===== src/rtl/nor_rd_pkg.sv =====
package nor_rd_pkg;
  localparam int ADDR_W = 16;
  localparam int DATA_W = 16;
  localparam int PAGE_W = 4;
  localparam int PAGE_N = 1 << PAGE_W;
  localparam int LAT_W  = 3;

  typedef enum logic [1:0] {
    RS_ARRAY  = 2'd0,
    RS_IDENT  = 2'd1,
    RS_STATUS = 2'd2,
    RS_QUERY  = 2'd3
  } rd_state_e;

  typedef struct packed {
    logic             async_md;
    logic [LAT_W-1:0] lat;
    logic [1:0]       len;
  } cfg_t;

  localparam cfg_t CFG_DEF = '{async_md: 1'b1, lat: '0, len: 2'd0};

  localparam logic [DATA_W-1:0] C_ARRAY  = 16'h00FF;
  localparam logic [DATA_W-1:0] C_IDENT  = 16'h0090;
  localparam logic [DATA_W-1:0] C_STATUS = 16'h0070;
  localparam logic [DATA_W-1:0] C_QUERY  = 16'h0098;
  localparam logic [DATA_W-1:0] C_CFG1   = 16'h0060;
  localparam logic [DATA_W-1:0] C_CFG2   = 16'h0003;

  function automatic logic [DATA_W-1:0] arr_word(input logic [ADDR_W-1:0] a);
    return {a[7:0], a[15:8]} ^ 16'h5AC3;
  endfunction

  function automatic logic [DATA_W-1:0] qry_word(input logic [7:0] a);
    case (a)
      8'h10:   return 16'h0051;
      8'h11:   return 16'h0052;
      8'h12:   return 16'h0059;
      default: return '0;
    endcase
  endfunction
endpackage


===== src/rtl/nor_cmd_dec.sv =====
module nor_cmd_dec
  import nor_rd_pkg::*;
(
  input  logic              clk_i,
  input  logic              rst_ni,
  input  logic              wr_i,
  input  logic [DATA_W-1:0] data_i,
  input  cfg_t              cfg_val_i,
  output rd_state_e         state_o,
  output cfg_t              cfg_o,
  output logic              ready_o
);
  logic cfg_pend_q;

  always_ff @(posedge clk_i or negedge rst_ni) begin
    if (!rst_ni) begin
      state_o    <= RS_ARRAY;
      cfg_o      <= CFG_DEF;
      ready_o    <= 1'b0;
      cfg_pend_q <= 1'b0;
    end else if (wr_i) begin
      ready_o    <= 1'b1;
      cfg_pend_q <= 1'b0;
      if (cfg_pend_q) begin
        // second word of config sequence; anything else cancels
        if (data_i == C_CFG2) cfg_o <= cfg_val_i;
        state_o <= RS_STATUS;
      end else begin
        case (data_i)
          C_ARRAY:  state_o <= RS_ARRAY;
          C_IDENT:  state_o <= RS_IDENT;
          C_STATUS: state_o <= RS_STATUS;
          C_QUERY:  state_o <= RS_QUERY;
          C_CFG1: begin
            state_o    <= RS_STATUS;
            cfg_pend_q <= 1'b1;
          end
          default:  state_o <= RS_STATUS;
        endcase
      end
    end
  end


  ff_to_array_chk: assert property (@(posedge clk_i) disable iff (!rst_ni)
    (wr_i && !cfg_pend_q && data_i == C_ARRAY) |=> state_o == RS_ARRAY);


  sr_ready_chk: assert property (@(posedge clk_i) disable iff (!rst_ni)
    wr_i |=> ready_o);
endmodule


===== src/rtl/nor_page_buf.sv =====
module nor_page_buf
  import nor_rd_pkg::*;
(
  input  logic                     clk_i,
  input  logic                     rst_ni,
  input  logic                     load_i,
  input  logic [ADDR_W-PAGE_W-1:0] base_i,
  input  logic [PAGE_W-1:0]        sel_i,
  output logic [DATA_W-1:0]        word_o
);
  logic [DATA_W-1:0] page_q [PAGE_N];

  for (genvar i = 0; i < PAGE_N; i++) begin : g_word
    always_ff @(posedge clk_i or negedge rst_ni) begin
      if (!rst_ni)     page_q[i] <= '0;
      else if (load_i) page_q[i] <= arr_word({base_i, PAGE_W'(i)});
    end
  end

  assign word_o = page_q[sel_i];
endmodule


===== src/rtl/nor_burst_ctrl.sv =====
module nor_burst_ctrl
  import nor_rd_pkg::*;
(
  input  logic              clk_i,
  input  logic              rst_ni,
  input  logic              ce_ni,
  input  logic              latch_i,
  input  logic [ADDR_W-1:0] addr_i,
  input  logic [LAT_W-1:0]  lat_i,
  input  logic [1:0]        len_i,
  output logic              active_o,
  output logic              valid_o,
  output logic [ADDR_W-1:0] start_o,
  output logic [ADDR_W-1:0] addr_o
);
  logic [LAT_W-1:0]  lat_cnt_q;
  logic [ADDR_W-1:0] cnt_q;
  logic [ADDR_W-1:0] wrap_mask;

  always_ff @(posedge clk_i or negedge rst_ni) begin
    if (!rst_ni) begin
      active_o  <= 1'b0;
      valid_o   <= 1'b0;
      lat_cnt_q <= '0;
      cnt_q     <= '0;
      start_o   <= '0;
    end else if (ce_ni) begin
      active_o <= 1'b0;
      valid_o  <= 1'b0;
    end else if (latch_i) begin
      active_o  <= 1'b1;
      valid_o   <= 1'b0;
      lat_cnt_q <= (lat_i < LAT_W'(2)) ? LAT_W'(1) : lat_i;
      cnt_q     <= '0;
      start_o   <= addr_i;
    end else if (active_o && !valid_o) begin
      if (lat_cnt_q <= LAT_W'(1)) valid_o <= 1'b1;
      else lat_cnt_q <= lat_cnt_q - LAT_W'(1);
    end else if (valid_o) begin
      cnt_q <= cnt_q + ADDR_W'(1);
    end
  end

  always_comb begin
    case (len_i)
      2'd0:    wrap_mask = ADDR_W'(3);
      2'd1:    wrap_mask = ADDR_W'(7);
      2'd2:    wrap_mask = ADDR_W'(15);
      default: wrap_mask = '1;
    endcase
  end

  assign addr_o = (start_o & ~wrap_mask) | ((start_o + cnt_q) & wrap_mask);


  no_early_data_chk: assert property (@(posedge clk_i) disable iff (!rst_ni)
    latch_i |=> !valid_o);
endmodule


===== src/rtl/nor_rd_emu.sv =====
module nor_rd_emu
  import nor_rd_pkg::*;
(
  input  logic              clk_i,
  input  logic              rst_ni,
  input  logic              ce_ni,
  input  logic              adv_ni,
  input  logic              we_ni,
  input  logic [ADDR_W-1:0] addr_i,
  input  logic [DATA_W-1:0] dq_i,
  output logic [DATA_W-1:0] dq_o,
  output logic              dq_oe_o,
  output logic              wait_o
);
  localparam logic [DATA_W-1:0] MFR_WORD = 16'h00C5;
  localparam logic [DATA_W-1:0] DEV_WORD = 16'h2218;

  logic      we_q, armed_q, wr, latch, ready, sync_en;
  logic      b_active, b_valid;
  rd_state_e state;
  cfg_t      cfg, cfg_val;
  logic [DATA_W-1:0] page_word, sr_word;
  logic [ADDR_W-1:0] b_start, b_addr;

  always_ff @(posedge clk_i or negedge rst_ni) begin
    if (!rst_ni) begin
      we_q    <= 1'b1;
      armed_q <= 1'b1;
    end else begin
      we_q    <= we_ni;
      armed_q <= ce_ni | adv_ni;
    end
  end

  assign wr      = !ce_ni && !we_ni && we_q;
  assign latch   = !ce_ni && !adv_ni && we_ni && armed_q;
  assign cfg_val = '{async_md: addr_i[15], lat: addr_i[13:11], len: addr_i[1:0]};
  assign sr_word = {8'h00, ready, 7'h00};

  nor_cmd_dec u_dec (
    .clk_i     (clk_i),
    .rst_ni    (rst_ni),
    .wr_i      (wr),
    .data_i    (dq_i),
    .cfg_val_i (cfg_val),
    .state_o   (state),
    .cfg_o     (cfg),
    .ready_o   (ready)
  );

  nor_page_buf u_page (
    .clk_i  (clk_i),
    .rst_ni (rst_ni),
    .load_i (latch),
    .base_i (addr_i[ADDR_W-1:PAGE_W]),
    .sel_i  (addr_i[PAGE_W-1:0]),
    .word_o (page_word)
  );

  nor_burst_ctrl u_burst (
    .clk_i    (clk_i),
    .rst_ni   (rst_ni),
    .ce_ni    (ce_ni),
    .latch_i  (latch),
    .addr_i   (addr_i),
    .lat_i    (cfg.lat),
    .len_i    (cfg.len),
    .active_o (b_active),
    .valid_o  (b_valid),
    .start_o  (b_start),
    .addr_o   (b_addr)
  );

  assign sync_en = !cfg.async_md;

  function automatic logic [DATA_W-1:0] nonarr(input rd_state_e s,
                                               input logic [7:0] a,
                                               input logic [DATA_W-1:0] sr);
    case (s)
      RS_IDENT:  return (a == 8'h00) ? MFR_WORD : (a == 8'h01) ? DEV_WORD : '0;
      RS_QUERY:  return qry_word(a);
      default:   return sr;
    endcase
  endfunction

  always_comb begin
    if (sync_en)
      dq_o = (state == RS_ARRAY) ? arr_word(b_addr) : nonarr(state, b_start[7:0], sr_word);
    else
      dq_o = (state == RS_ARRAY) ? page_word : nonarr(state, addr_i[7:0], sr_word);
  end

  assign dq_oe_o = !ce_ni && we_ni && (sync_en ? b_valid : 1'b1);
  assign wait_o  = !ce_ni && sync_en && b_active && !b_valid;


  async_no_wait_chk: assert property (@(posedge clk_i) disable iff (!rst_ni)
    cfg.async_md |-> !wait_o);


  ce_off_chk: assert property (@(posedge clk_i) disable iff (!rst_ni)
    ce_ni |-> (!dq_oe_o && !wait_o));


  nonarray_repeat_chk: assert property (@(posedge clk_i) disable iff (!rst_ni)
    (sync_en && b_valid && $past(b_valid) && state != RS_ARRAY &&
     $stable(state) && $stable(ready) && $stable(cfg)) |-> $stable(dq_o));
endmodule


===== config.mk =====
export PLATFORM = sky130hd
export DESIGN_NAME = nor_rd_emu
export DESIGN_NICKNAME = d
export VERILOG_FILES = /design/src/rtl/nor_rd_pkg.sv /design/src/rtl/nor_cmd_dec.sv /design/src/rtl/nor_page_buf.sv /design/src/rtl/nor_burst_ctrl.sv /design/src/rtl/nor_rd_emu.sv
export SDC_FILE = /design/constraint.sdc
export NUM_CORES = 1
export LEC_CHECK = 0
export ABC_AREA = 1
export BUFFER_PORTS_ARGS = -buffer_cell sky130_fd_sc_hd__buf_2
export CAP_MARGIN = 20
export CORE_ASPECT_RATIO = 1.1
export CORE_MARGIN = 3
export CORE_UTILIZATION = 40
export CTS_BUF_LIST = sky130_fd_sc_hd__clkbuf_4 sky130_fd_sc_hd__clkbuf_8
export DETAILED_ROUTE_END_ITERATION = 6
export GPL_TIMING_DRIVEN = 0
export PLACE_DENSITY = 0.62
export RECOVER_POWER = 100
export SLEW_MARGIN = 30
export SYNTH_ARGS = -nofsm -noshare
export SYNTH_HDL_FRONTEND = slang
export SYNTH_SLANG_ARGS = --single-unit

===== constraint.sdc =====
create_clock -name clk_i -period 2.7 [get_ports clk_i]
set_input_delay 0.54 -clock clk_i [delete_from_list [all_inputs] [get_ports clk_i]]
set_output_delay 0.54 -clock clk_i [all_outputs]
set_load 0.03 [all_outputs]

Word-level counts from Yosys, hierarchy flattened
Cells that the tools add are included.
Widths: inputs -> output; s select.
{ "totals": {"register_bits": 289} }
{ "classes": {"addsub": 3, "magnitude_cmp": 3, "eq_ne": 19, "n_mux": 33, "bitwise_logic": 12, "n_reduce_logical": 30} }
{ "op_table": {"columns": ["cell", "n"], "rows": [
  ["$mux 16", 8],
  ["$bmux 16 s4", 1],
  ["$mux 14", 4],
  ["$pmux 14 s2", 2],
  ["$eq 16x8->1 const B", 3],
  ["$eq 8x5->1 const B", 6],
  ["$pmux 16 s3", 1],
  ["$pmux 7 s3", 2],
  ["$not 8->8", 5],
  ["$and 16x16->16", 2],
  ["$add 16x1->16 const B", 1],
  ["$add 16x16->16", 1],
  ["$eq 16x2->1 const B", 1],
  ["$eq 16x7->1 const B", 1],
  ["$eq 8x1->1 const B", 2],
  ["$logic_not 8->1", 2],
  ["$not 16->16", 1],
  ["$or 16x16->16", 1],
  ["$mux 3", 4],
  ["$logic_and 1x1->1", 11],
  ["$mux 1", 9],
  ["$reduce_and 3->1", 3],
  ["$pmux 2 s3", 1],
  ["$reduce_bool 2->1", 3],
  ["other kinds (15)", 25]
]} }

Longest topological paths before layout
{ "depth": {"word_depth": 8, "ltp_mapped": 13, "ltp_nobuf": 13} }

Hierarchy
From an unflattened synthesis, not the netlist that was laid out.
{ "unflattened": {"cells_unflattened": 729, "hier_area_um2": 4650.7} }
{ "modules_own_cells": {"columns": ["module", "instances", "cells_per_inst", "area_per_inst_um2"], "rows": [
  ["nor_burst_ctrl", 1, 422, 2775.2],
  ["nor_rd_emu", 1, 150, 709.4],
  ["nor_cmd_dec", 1, 79, 585.6],
  ["nor_page_buf", 1, 78, 580.6]
]} }

Worst setup path after synthesis
OpenSTA, ideal clock, no wires.
{ "synth_path": {"kind": "register to output", "from": "register u_burst.cnt_q[0]", "to": "output port dq_o[12]", "t_arrival_ns": 2.237, "required_ns": 2.160, "path_slack_ns": -0.077, "stages_incl_launch_ff": 11, "path_buffers": 0, "cell_sequence": "dfrtp_1 ha_1 inv_1 fa_1 inv_1 nand2_1 nor2_1 nor2_1 xor2_1 nand2_1 a221oi_1"} }
{ "synth_via": {"elab_chain_len": 6} }
{ "synth_lines": {"columns": ["element", "line_no", "rtl"], "rows": [
  ["start, declared", "nor_burst_ctrl.sv:17", "logic [ADDR_W-1:0] cnt_q;"],
  ["start signal, assigned", "nor_burst_ctrl.sv:40", "cnt_q <= cnt_q + ADDR_W'(1);"],
  ["$add 16x16->16", "nor_burst_ctrl.sv:53", "assign addr_o = (start_o & ~wrap_mask) | ((start_o + cnt_q) & wrap_mask);"],
  ["$and 16x16->16", "nor_burst_ctrl.sv:53", null],
  ["$or 16x16->16", "nor_burst_ctrl.sv:53", null],
  ["$not 8->8 (no source line)", null, null],
  ["$mux 16", "nor_rd_emu.sv:88", "dq_o = (state == RS_ARRAY) ? arr_word(b_addr) : nonarr(state, b_start[7:0], sr_word);"],
  ["$mux 16", "nor_rd_emu.sv:87", "if (sync_en)"],
  ["end, declared", "nor_rd_emu.sv:11", "output logic [DATA_W-1:0] dq_o,"]
]} }
No other way between the ends.

Final worst setup path
{ "layout_path": {"from": "register u_burst.cnt_q[0]", "to": "output port dq_o[6]"} }
Same word-level chain as after synthesis.

==> flow_metrics.env <==
export IMPL_htree_num_levels=3
export IMPL_clk_path_buf_depth=2
export IMPL_area_growth_pct=32.8
export IMPL_cp_end_kind="output pin"
export IMPL_grt_setup_unrepaired="yes"
export IMPL_stdcell_area_sq_um=5600
export IMPL_synth_yosys_seq_area_share_pct=36.9
export IMPL_syn_area_sq_um=4210
export IMPL_clock_fmax_ghz=0.348
export IMPL_crit_type="flip-flop to output pin"
export IMPL_dpl_cell_area_sq_um=4690
export IMPL_cts_root_buf="clkbuf_8"
export IMPL_ys_flop_type="dfrtp_1"
export IMPL_power_w=0.00314
export IMPL_period_minus_slack_ns=2.87
export IMPL_outcome="finished, violations left"
export IMPL_synth_top_area_cell="dfrtp_1"
export IMPL_cp_arrival_ns=2.33
export IMPL_dp_hpwl_um=9730
export IMPL_skew_ns=0.0122
export IMPL_cts_sinks=62
export IMPL_power_density_nw_per_um2=562
export IMPL_async_flop_share_pct=100
export IMPL_whs_ns=0.293
export IMPL_reg2regPathDepth=6
export IMPL_fill_cells=999
export IMPL_finalCritPeriodShare_pct=106
export IMPL_cap_violations=0
export IMPL_rows=38
export IMPL_clkLatencyLatePin_ns=0.35
export IMPL_antenna_found_initial=0
export IMPL_port_buffers=54
export IMPL_use_met1_pct=28.5
export IMPL_layout_nets=744
export IMPL_fin_ws_ns=-0.171
export IMPL_slew_headroom_pct=25.7
export IMPL_synth_area_leaders="dfrtp_1 35%, nand2_1 13%, inv_1 7.6%"
export IMPL_hold_viol_final=0
export IMPL_cts_buffers=9
export IMPL_core_sq_um=10100
export IMPL_gr_max_usage_layer="met2"
export IMPL_timing_rr_end="u_burst.start_o[10]"
export IMPL_netlist_instances=601
export IMPL_antenna_cells=0
export IMPL_die_w_um=104
export IMPL_start_kind="flip-flop"
export IMPL_grt_usage_pct=22.9
export IMPL_wl_per_cell_um=16.1
export IMPL_cts_tree="done"
export IMPL_yosys_warnings=0
export IMPL_pin_count=55
export IMPL_violations="negative setup slack"
export IMPL_fp_dieH_um=114
export IMPL_routed_wl_um=13400
export IMPL_worstMarginPinSlew_ns=1.11
export IMPL_r2r_start="armed_q"
export IMPL_hold_depth=1
export IMPL_drc=0
export IMPL_slew_violations=0
export IMPL_clk_pin_slew_ns=0.07
export IMPL_overflow=0
export IMPL_grt_max_degree=44
export IMPL_start_util_pct=41.8
export IMPL_synth_cell_types=47
export IMPL_ant_nets=0
export IMPL_synth_edf_count=0
export IMPL_critical_path_max_fanout=3
export IMPL_crit_required_ns=2.16
export IMPL_drt_first_pass_iters=5
export IMPL_crit_start="u_burst.cnt_q[0]"
export IMPL_synth_top_area_share_pct=35.0
export IMPL_drt_initial_drc_count=234
export IMPL_grt_pass1_vias=4236
export IMPL_met3_usage_pct=2.55
export IMPL_vias_per_cell=5.28
export IMPL_ys_seq_elements=62
export IMPL_use_met2_pct=39.3
export IMPL_dieArea_sq_um=11800
export IMPL_avgSynthCellArea_sq_um=7.01
export IMPL_ir_drop_mv=0.390
export IMPL_min_to="we_q"
export IMPL_leakage_nw=2.70
export IMPL_drive_gt1_share_pct=29.7
export IMPL_worstHoldStart="we_ni"
export IMPL_setup_viol=9
export IMPL_hold_path_class="input port to flip-flop"
export IMPL_r2r_slack_ns=0.62
export IMPL_num_vias=4398
export IMPL_grt_pass1_wl_um=21300
export IMPL_place_congestion=0.942
export IMPL_syn_num_nets=657
-- metrics by stage --
stage               cells  setup WS, ns  setup TNS (ns)  utilization [%]
global placement      795        -0.349           -1.05             46.3
CTS                   827        -0.223           -1.12             53.7
floorplan             601        0.0434               0                -
finish                833        -0.171           -1.05             55.5
global route          833        -0.270           -2.24             55.5
detailed placement    796        -0.365           -1.11             46.6
-- state kept, by name, indices dropped and copies added (netlist names) --
name / flops
armed_q: 1
u_burst.active_o: 1
u_burst.cnt_q: 16
u_burst.lat_cnt_q: 3
u_burst.start_o: 16
u_burst.valid_o: 1
u_dec.cfg_o: 6
u_dec.cfg_pend_q: 1
u_dec.ready_o: 1
u_dec.state_o: 2
u_page.page_q: 13
we_q: 1
-- synthesized netlist by cell type, drive strengths merged (2+ instances only) --
cell type    n
o21bai       7
dfrtp       59
o21ai       44
a21oi       49
or2          5
xor2         5
dfstp        3
clkinv       2
o31ai        2
clkbuf       5
xnor2        2
nand2      153
buf          7
nor4         7
mux2         3
nor2        70
nand4        9
ha          18
inv         86
nand3       33
nor3        17
-- what timing repair did --
| item | CTS | global route |
|---|---|---|
| pin swaps | 18 | 25 |
| gates resized for setup | 92 | 53 |
| setup buffers | 15 | 6 |
| setup endpoints to repair | 18 | 15 |
| hold buffers | 0 | 0 |
-- critical path: stages, from the launching register on --
cell and delay, ns:
dfrtp_2 0.42, ha_4 0.15, inv_2 0.03, fa_2 0.35
inv_4 0.09, nand4_1 0.09, nand2_2 0.14, nand2_2 0.07
nand2_1 0.07, nand2_1 0.06, nand3_2 0.08, nand2_2 0.07
a21oi_4 0.18, buf_6 0.15
-- how the worst max path moves through the flow --
stage | to | cells after the start
after floorplan | dq_o[4] | 12
after global placement | dq_o[4] | 13
after detailed placement | dq_o[4] | 13
after CTS | dq_o[4] | 13
after global routing | dq_o[12] | 11
final | dq_o[6] | 13
-- cell families (layout without fill, tap and decap cells) --
| group | Yosys count | count (layout) | synth area share, % |
|---|---|---|---|
| compound gates | 110 | 110 | 14.3 |
| xor+xnor | 7 | 7 | 1.46 |
| fa+ha+maj | 19 | 19 | 5.82 |
| buf+inv | 100 | 192 | 9.24 |
| flops | 62 | 62 | 36.9 |
| mux | 4 | 4 | 1.04 |
| simple gates | 299 | 299 | 31.2 |
-- per-layer routing --
metal	part of all wire [%]	vias to the layer above	routed length, um
met2	48	163	6400
met1	43	2067	5760
li1	-	2133	-
met5	0	-	0
met4	4.3	0	572
met3	5.2	35	705
-- power breakdown --
part           leakage [nW]  total, W  internal, W  switching (W)
Clock                 0.110  0.000870     0.000498       0.000372
Sequential            0.753   0.00120      0.00106       0.000138
Combinational          1.83   0.00107     0.000441       0.000631
-- placed cells by master (no fill, tap or decap), drive strengths merged, types with 3 or more instances in the layout --
master	count
a21oi	49
ha	18
o21ai	44
dfstp	3
nor2	70
dfrtp	59
clkinv	4
or2	5
o21bai	7
nand4	9
mux2	3
xor2	5
buf	72
inv	86
nand2	153
nor3	17
nand3	33
clkbuf	29
nor4	7
-- cell type report --
| class | count | area (sq um) | area share [%] |
|---|---|---|---|
| Tap cell | 140 | 175 | 3.13 |
| Sequential cell | 62 | 1580 | 28.2 |
| Inverter | 88 | 334 | 5.97 |
| Buffer | 12 | 51.3 | 0.917 |
| Timing Repair Buffer | 76 | 500 | 8.94 |
| Clock inverter | 3 | 43.8 | 0.783 |
| Multi-Input combinational cell | 439 | 2750 | 49.1 |
| Clock buffer | 13 | 166 | 2.97 |
No activity file was read; power rests on OpenSTA's default activity.
